`src/rtl/sdma_pkg.sv`:
```
package sdma_pkg;

  typedef enum logic [2:0] {
    RG_CART, RG_WRAM, RG_OAM, RG_HRAM, RG_SRCREG, RG_NONE
  } region_e;

  typedef enum logic [1:0] {
    PT_NONE, PT_CART, PT_WRAM
  } port_e;

  function automatic region_e region_of(input logic [15:0] a);
    region_e r;
    if (!a[15] || a[15:13] == 3'b101)          r = RG_CART;
    else if (a[15:13] == 3'b110)               r = RG_WRAM;
    else if (a >= 16'hFE00 && a <= 16'hFE9F)   r = RG_OAM;
    else if (a == 16'hFF46)                    r = RG_SRCREG;
    else if (a >= 16'hFF80 && a != 16'hFFFF)   r = RG_HRAM;
    else                                       r = RG_NONE;
    return r;
  endfunction

  function automatic port_e port_for(input region_e r, input logic split);
    port_e p;
    case (r)
      RG_CART: p = PT_CART;
      RG_WRAM: p = split ? PT_WRAM : PT_CART;
      default: p = PT_NONE;
    endcase
    return p;
  endfunction

endpackage

```
`src/rtl/sdma_engine.sv`:
```
module sdma_engine import sdma_pkg::*; #(
  parameter int COPY_LEN = 160,
  localparam int IW = $clog2(COPY_LEN)
) (
  input  logic          clk,
  input  logic          rst_n,
  input  logic          start_i,
  input  logic [7:0]    page_i,
  input  logic          split_i,
  output logic          busy_o,
  output logic [IW-1:0] idx_o,
  output logic [7:0]    page_o,
  output logic          split_o,
  output logic [15:0]   src_addr_o,
  output port_e         src_port_o
);
  localparam logic [IW-1:0] LAST = IW'(COPY_LEN - 1);

  logic          busy_q, split_q;
  logic [IW-1:0] idx_q;
  logic [7:0]    page_q, page_eff;

  always_ff @(posedge clk or negedge rst_n) begin
    if (!rst_n) begin
      busy_q  <= 1'b0;
      idx_q   <= '0;
      page_q  <= 8'h00;
      split_q <= 1'b0;
    end else if (start_i && !busy_q) begin
      busy_q  <= 1'b1;
      idx_q   <= '0;
      page_q  <= page_i;
      split_q <= split_i;
    end else if (busy_q) begin
      if (idx_q == LAST) begin
        busy_q <= 1'b0;
        idx_q  <= '0;
      end else begin
        idx_q <= idx_q + 1'b1;
      end
    end
  end

  // pages at and above E0 mirror work RAM
  assign page_eff   = (page_q >= 8'hE0) ? (page_q & 8'hDF) : page_q;
  assign src_addr_o = {page_eff, 8'(idx_q)};
  assign src_port_o = port_for(region_of({page_eff, 8'h00}), split_q);
  assign busy_o     = busy_q;
  assign idx_o      = idx_q;
  assign page_o     = page_q;
  assign split_o    = split_q;

  p_idx_range_r2: assert property (@(posedge clk) disable iff (!rst_n)
    busy_q |-> idx_q <= LAST);
  p_start_r1: assert property (@(posedge clk) disable iff (!rst_n)
    (start_i && !busy_q) |=> (busy_q && idx_q == '0));
  p_end_r1: assert property (@(posedge clk) disable iff (!rst_n)
    $fell(busy_q) |-> $past(idx_q) == LAST);
  p_page_hold_r9: assert property (@(posedge clk) disable iff (!rst_n)
    (busy_q && $past(busy_q)) |-> $stable(page_q));

endmodule

```
`src/rtl/sdma_port_mux.sv`:
```
module sdma_port_mux import sdma_pkg::*; #(
  parameter port_e OWN_PORT = PT_CART
) (
  input  port_e       dma_port_i,
  input  logic [15:0] src_addr_i,
  input  logic        cpu_en_i,
  input  logic        cpu_we_i,
  input  port_e       cpu_port_i,
  input  logic [15:0] cpu_addr_i,
  input  logic [7:0]  cpu_wdata_i,
  output logic [15:0] addr_o,
  output logic        rd_o,
  output logic        wr_o,
  output logic [7:0]  wdata_o
);
  always_comb begin
    addr_o  = '0;
    rd_o    = 1'b0;
    wr_o    = 1'b0;
    wdata_o = '0;
    if (dma_port_i == OWN_PORT) begin
      addr_o = src_addr_i;
      rd_o   = 1'b1;
    end else if (cpu_en_i && cpu_port_i == OWN_PORT) begin
      addr_o  = cpu_addr_i;
      rd_o    = !cpu_we_i;
      wr_o    = cpu_we_i;
      wdata_o = cpu_wdata_i;
    end
  end
endmodule

```
`src/rtl/sdma_hram.sv`:
```
module sdma_hram #(
  parameter int DEPTH = 127,
  localparam int AW = $clog2(DEPTH)
) (
  input  logic          clk,
  input  logic          we_i,
  input  logic [AW-1:0] addr_i,
  input  logic [7:0]    wdata_i,
  output logic [7:0]    rdata_o
);
  logic [7:0] mem [DEPTH];

  always_ff @(posedge clk) begin
    if (we_i && addr_i < AW'(DEPTH)) mem[addr_i] <= wdata_i;
  end

  assign rdata_o = (addr_i < AW'(DEPTH)) ? mem[addr_i] : 8'hFF;
endmodule

```
`src/rtl/sprite_dma_hub.sv`:
```
module sprite_dma_hub import sdma_pkg::*; #(
  parameter int COPY_LEN   = 160,
  parameter int HRAM_DEPTH = 127
) (
  input  logic        clk,
  input  logic        rst_n,
  input  logic        split_mode,
  input  logic        cpu_en,
  input  logic        cpu_we,
  input  logic [15:0] cpu_addr,
  input  logic [7:0]  cpu_wdata,
  output logic [7:0]  cpu_rdata,
  output logic        dma_busy,
  output logic [15:0] cart_addr,
  output logic        cart_rd,
  output logic        cart_wr,
  output logic [7:0]  cart_wdata,
  input  logic [7:0]  cart_rdata,
  output logic [15:0] wram_addr,
  output logic        wram_rd,
  output logic        wram_wr,
  output logic [7:0]  wram_wdata,
  input  logic [7:0]  wram_rdata,
  output logic [7:0]  oam_addr,
  output logic        oam_we,
  output logic [7:0]  oam_wdata,
  input  logic [7:0]  oam_rdata
);
  localparam int IW  = $clog2(COPY_LEN);
  localparam int HAW = $clog2(HRAM_DEPTH);

  region_e       cpu_rg;
  port_e         cpu_port, eng_port, dma_port;
  logic          busy, split_q, eff_split, start;
  logic [IW-1:0] idx;
  logic [7:0]    page_q, dma_byte, hram_rdata;
  logic [15:0]   src_addr;

  assign cpu_rg    = region_of(cpu_addr);
  assign eff_split = busy ? split_q : split_mode;
  assign cpu_port  = port_for(cpu_rg, eff_split);
  assign dma_port  = busy ? eng_port : PT_NONE;
  assign start     = cpu_en && cpu_we && (cpu_rg == RG_SRCREG) && !busy;

  sdma_engine #(.COPY_LEN(COPY_LEN)) eng_i (
    .clk        (clk),
    .rst_n      (rst_n),
    .start_i    (start),
    .page_i     (cpu_wdata),
    .split_i    (split_mode),
    .busy_o     (busy),
    .idx_o      (idx),
    .page_o     (page_q),
    .split_o    (split_q),
    .src_addr_o (src_addr),
    .src_port_o (eng_port)
  );

  logic [15:0] bus_addr  [2];
  logic        bus_rd    [2];
  logic        bus_wr    [2];
  logic [7:0]  bus_wdata [2];

  for (genvar g = 0; g < 2; g++) begin : g_bus
    localparam port_e OWN = (g == 0) ? PT_CART : PT_WRAM;
    sdma_port_mux #(.OWN_PORT(OWN)) mux_i (
      .dma_port_i  (dma_port),
      .src_addr_i  (src_addr),
      .cpu_en_i    (cpu_en),
      .cpu_we_i    (cpu_we),
      .cpu_port_i  (cpu_port),
      .cpu_addr_i  (cpu_addr),
      .cpu_wdata_i (cpu_wdata),
      .addr_o      (bus_addr[g]),
      .rd_o        (bus_rd[g]),
      .wr_o        (bus_wr[g]),
      .wdata_o     (bus_wdata[g])
    );
  end

  assign cart_addr  = bus_addr[0];
  assign cart_rd    = bus_rd[0];
  assign cart_wr    = bus_wr[0];
  assign cart_wdata = bus_wdata[0];
  assign wram_addr  = bus_addr[1];
  assign wram_rd    = bus_rd[1];
  assign wram_wr    = bus_wr[1];
  assign wram_wdata = bus_wdata[1];

  always_comb begin
    case (eng_port)
      PT_CART: dma_byte = cart_rdata;
      PT_WRAM: dma_byte = wram_rdata;
      default: dma_byte = 8'hFF;
    endcase
  end

  // engine owns the sprite table for the whole copy
  assign oam_we    = busy | (cpu_en & cpu_we & (cpu_rg == RG_OAM));
  assign oam_addr  = busy ? 8'(idx) : cpu_addr[7:0];
  assign oam_wdata = busy ? dma_byte : cpu_wdata;

  sdma_hram #(.DEPTH(HRAM_DEPTH)) hram_i (
    .clk     (clk),
    .we_i    (cpu_en && cpu_we && (cpu_rg == RG_HRAM)),
    .addr_i  (cpu_addr[HAW-1:0]),
    .wdata_i (cpu_wdata),
    .rdata_o (hram_rdata)
  );

  always_comb begin
    case (cpu_rg)
      RG_CART, RG_WRAM: begin
        if (busy && cpu_port == dma_port) cpu_rdata = dma_byte;
        else if (cpu_port == PT_WRAM)     cpu_rdata = wram_rdata;
        else                              cpu_rdata = cart_rdata;
      end
      RG_OAM:    cpu_rdata = busy ? 8'hFF : oam_rdata;
      RG_HRAM:   cpu_rdata = hram_rdata;
      RG_SRCREG: cpu_rdata = page_q;
      default:   cpu_rdata = 8'hFF;
    endcase
  end

  assign dma_busy = busy;

  p_cart_drop_r6: assert property (@(posedge clk) disable iff (!rst_n)
    (busy && eng_port == PT_CART) |-> !cart_wr);
  p_wram_drop_r6: assert property (@(posedge clk) disable iff (!rst_n)
    (busy && eng_port == PT_WRAM) |-> !wram_wr);
  p_oam_owner_r2: assert property (@(posedge clk) disable iff (!rst_n)
    busy |-> (oam_we && oam_addr < COPY_LEN));
  p_rw_excl_r12: assert property (@(posedge clk) disable iff (!rst_n)
    !(cart_rd && cart_wr) && !(wram_rd && wram_wr));

endmodule

```
`config.mk`:
```
export PLATFORM = sky130hd
export DESIGN_NAME = sprite_dma_hub
export DESIGN_NICKNAME = d
export VERILOG_FILES = /design/src/rtl/sdma_pkg.sv /design/src/rtl/sdma_engine.sv /design/src/rtl/sdma_port_mux.sv /design/src/rtl/sdma_hram.sv /design/src/rtl/sprite_dma_hub.sv
export SDC_FILE = /design/constraint.sdc
export NUM_CORES = 1
export LEC_CHECK = 0
export BUFFER_PORTS_ARGS = -buffer_cell sky130_fd_sc_hd__buf_2
export CAP_MARGIN = 30
export CORE_ASPECT_RATIO = 1.25
export CORE_MARGIN = 4
export CORE_UTILIZATION = 35
export DETAILED_ROUTE_END_ITERATION = 10
export GPL_TIMING_DRIVEN = 0
export PLACE_DENSITY_LB_ADDON = 0.1
export SYNTH_ARGS = -nofsm -noshare
export SYNTH_HDL_FRONTEND = slang
export SYNTH_HIERARCHICAL = 1
export SYNTH_SLANG_ARGS = --single-unit
export TNS_END_PERCENT = 10
```
`constraint.sdc`:
```
create_clock -name clk -period 4.8 [get_ports clk]
set_input_delay 0 -clock clk [delete_from_list [all_inputs] [get_ports clk]]
set_output_delay 0 -clock clk [all_outputs]
set_load 0.05 [all_outputs]
```
==> flow_metrics.py <==
metrics = {
    "status": {
        "outcome": "complete, but fails checks",
        "violations": "negative setup slack",
    },
    "power_and_ir_drop": {
        "p_sw_share_pct": 24.5,
        "max-vdd-ir-drop_mv": 0.263,
        "clkPwrFrac_pct": 41.9,
        "pwr-share-seq_pct": 50.0,
        "p_int_mw": 15.0,
        "power.density_mw_per_mm2": 394,
        "p_sw_mw": 4.85,
        "p_leak_nw": 16.8,
        "total_power_mw": 19.8,
        "combPwrFrac_pct": 8.1,
    },
    "clocking": {
        "cts_tree": "yes",
        "htreeDepth": 3,
        "cts.sinks": 1034,
        "numCtsBuffers": 107,
        "cts_root_buffer": "clkbuf_16",
        "clock_latency_ps": 730,
        "clockBufferDepth": 3,
        "clk_pin_slew_ps": 60,
    },
    "synth": {
        "netlist_instances": 2531,
        "ys_ff_latch": 1034,
        "synth-warning-count": 6,
        "synthSimpleGateAreaFrac_pct": 5.33,
        "syn_area_sq_mm": 0.0429,
        "synth-xor-area-share_pct": 0.0817,
        "synth-seq-area-share_pct": 72.2,
        "avgSynthCellArea_sq_um": 16.9,
        "synthAdderAreaFrac_pct": 0.0875,
        "synth_mux_area_share_pct": 10.2,
        "synth_nets": 2587,
        "synth_ff_type": "edfxtp_1",
        "synth_top_family_by_area": "multiplexers",
        "ys_types": 89,
        "synth-edff-count": 1016,
        "synth_compound_area_share_pct": 9.27,
        "async_flop_share_pct": 1.74,
    },
    "routing": {
        "ant_nets": 0,
        "dr.pass1.iters": 6,
        "via_per_inst": 6.23,
        "drt_iter0_markers": 4092,
        "wl_microns": 190000,
        "via_count": 28400,
        "drc": 0,
        "wl_per_cell_microns": 41.8,
    },
    "final_layout": {
        "layout-drive-gt1-share_pct": 23.1,
        "nNetsFinal": 2921,
        "final_common_cell": "edfxtp_1",
        "final_cell_mix": "edfxtp_1 (1016), nor2_1 (172), buf_2 (169)",
        "syn2layout_area_growth_pct": 17.5,
        "fin_area_sq_mm": 0.0504,
        "fill_cells": 11100,
        "stdcell_count": 4550,
        "utilization_pct": 41.4,
    },
    "grt": {
        "grt.overflow.total": 0,
        "grt_usage_pct": 29.3,
        "grt_max_degree": 105,
        "grt_antenna_before_repair": 9,
        "grt_pass1_wl_microns": 252000,
        "grt_pass1_vias": 27800,
    },
    "sta": {
        "fin_skew_ps": 19.7,
        "setup_tns_ps": -379,
        "setup_slack_ps": -190,
        "slew_viol_final": 0,
        "hold_slack_ps": 83.7,
        "period_needed_ps": 4990,
        "final-hold-violation-count": 0,
        "tightest_slew_ps": 1180,
        "min_period_over_period_pct": 104,
        "max-slew-margin-rel_pct": 21.3,
        "rsz0062_at_grt": "no",
        "setup_viol": 4,
        "fmax_mhz": 200,
    },
    "setup_path": {
        "r2r_start": "eng_i/busy_o",
        "required_ps": 4800,
        "setup.worst_path.start": "cpu_addr[2]",
        "critPathLaunchType": "input pin",
        "cp_max_fo": 10,
        "endpoint_kind": "output pin",
        "crit_type": "input pin to output pin",
        "crit_arrival_ps": 4990,
    },
    "place": {
        "dp_hpwl_microns": 129000,
        "place_area_sq_mm": 0.0467,
        "numPortBuffers": 130,
        "dp_cells": 4334,
        "pre_cts_ws_ps": -615,
        "gp_congestion": 0.967,
    },
    "floorplanning": {
        "ios": 131,
        "fp-row-count": 143,
        "start_util_pct": 35.2,
        "placeableCoreArea_sq_mm": 0.122,
        "die_x_microns": 321,
        "die_height_microns": 399,
        "fp.dieArea_sq_mm": 0.128,
    },
    "run": {
        "drv.max_cap_violation_count": 0,
    },
    "worst_hold_path": {
        "hp-start": "cpu_we",
        "hold_class": "input pin to flip-flop",
    },
}
==> layer usage <==
| layer | share of wire (%) | GRT usage, % | wire length (microns) |
|---|---|---|---|
| met4 | 7.4 | 18.1 | 14000 |
| met5 | 0 | 0 | 0 |
| met3 | 9.9 | 7.60 | 18900 |
| met2 | 46 | 47.6 | 88500 |
| met1 | 36 | 35.1 | 68900 |
==> worst paths after layout <==
| check | depth (start not counted) | slack [ps] | end |
|---|---|---|---|
| max | 14 | -190 | cpu_rdata[1] |
| min | 5 | 80 | eng_i/idx_o[5] |
| max reg2reg | 7 | 1810 | eng_i/page_o[6] |
| min reg2reg | 1 | 510 | eng_i/page_o[3] |
| max in group asynchronous | 4 | 4080 | eng_i/split_o |
| min in group asynchronous | 3 | 240 | eng_i/idx_o[6] |
==> cells in the mapped netlist (all sizes together) (28+ instances only) <==
master     n  share of area [%]
mux2      73                1.9
edfxtp  1016                 71
a22oi     49               0.86
and3      33               0.48
a21oi     63               0.74
o21ai     83               0.97
mux2i    140                3.3
a221o     28               0.65
nand3     32               0.37
nor2     176                1.6
and3b     37               0.77
mux4      94                5.0
buf      134                2.3
a221oi    98                2.0
nand2     78               0.68
clkbuf    54               0.47
a31o      33               0.67
==> logic make-up (layout without fill, tap and decap cells) <==
group,after synthesis,count (layout)
DFF,1034,1034
AOI/OAI and AO/OA,530,530
and+or+nand+nor,449,449
muxes,307,307
buffers and inverters,204,626
xor gates and xnor gates,4,4
adders and majority gates,3,3
other,0,2
==> state kept, by name, summed over array words and instances (netlist names) <==
| signal | cells |
|---|---|
| hram_i/mem | 1016 |
| eng_i/page_o | 8 |
| eng_i/busy_o | 1 |
| eng_i/idx_o | 8 |
| eng_i/split_o | 1 |
==> final cells by class <==
type,count,area [sq um],area share [%]
Sequential cell,1034,31000,61.5
Tap cell,1595,2000,3.96
Antenna cell,2,5.00,0.00994
Timing Repair Buffer,225,2020,4.02
Clock buffer,125,2750,5.45
Buffer,189,1200,2.39
Inverter,15,56.3,0.112
Clock inverter,72,677,1.34
Multi-Input combinational cell,1293,10700,21.2
==> power by group through the flow <==
stage               Sequential, mW  Combinational (mW)  Clock (mW)
global route                  9.90                1.60        8.80
CTS                           9.91                1.55        8.43
floorplan                     10.1               0.596           0
finish                        9.91                1.61        8.31
global placement              10.1                1.45           0
detailed placement            10.1                1.54           0
==> critical path, cell delays in order <==
cell and delay (ps):
buf_2 170, buf_2 350, nor2b_1 520, buf_4 260, buf_2 430, buf_2 630, o2bb2ai_1 240, a221oi_1 170
o41ai_1 730, o211ai_1 430, o211ai_1 370, a21oi_1 180, o211ai_1 180, buf_2 310
==> timing repair <==
item,4_1_cts,5_1_grt
endpoints found under the hold margin,555,0
setup buffers,0,0
hold buffers,11,0
resized for setup,6,4
setup endpoints to repair,5,4
Note: power is estimated with default switching activity, not from simulation.
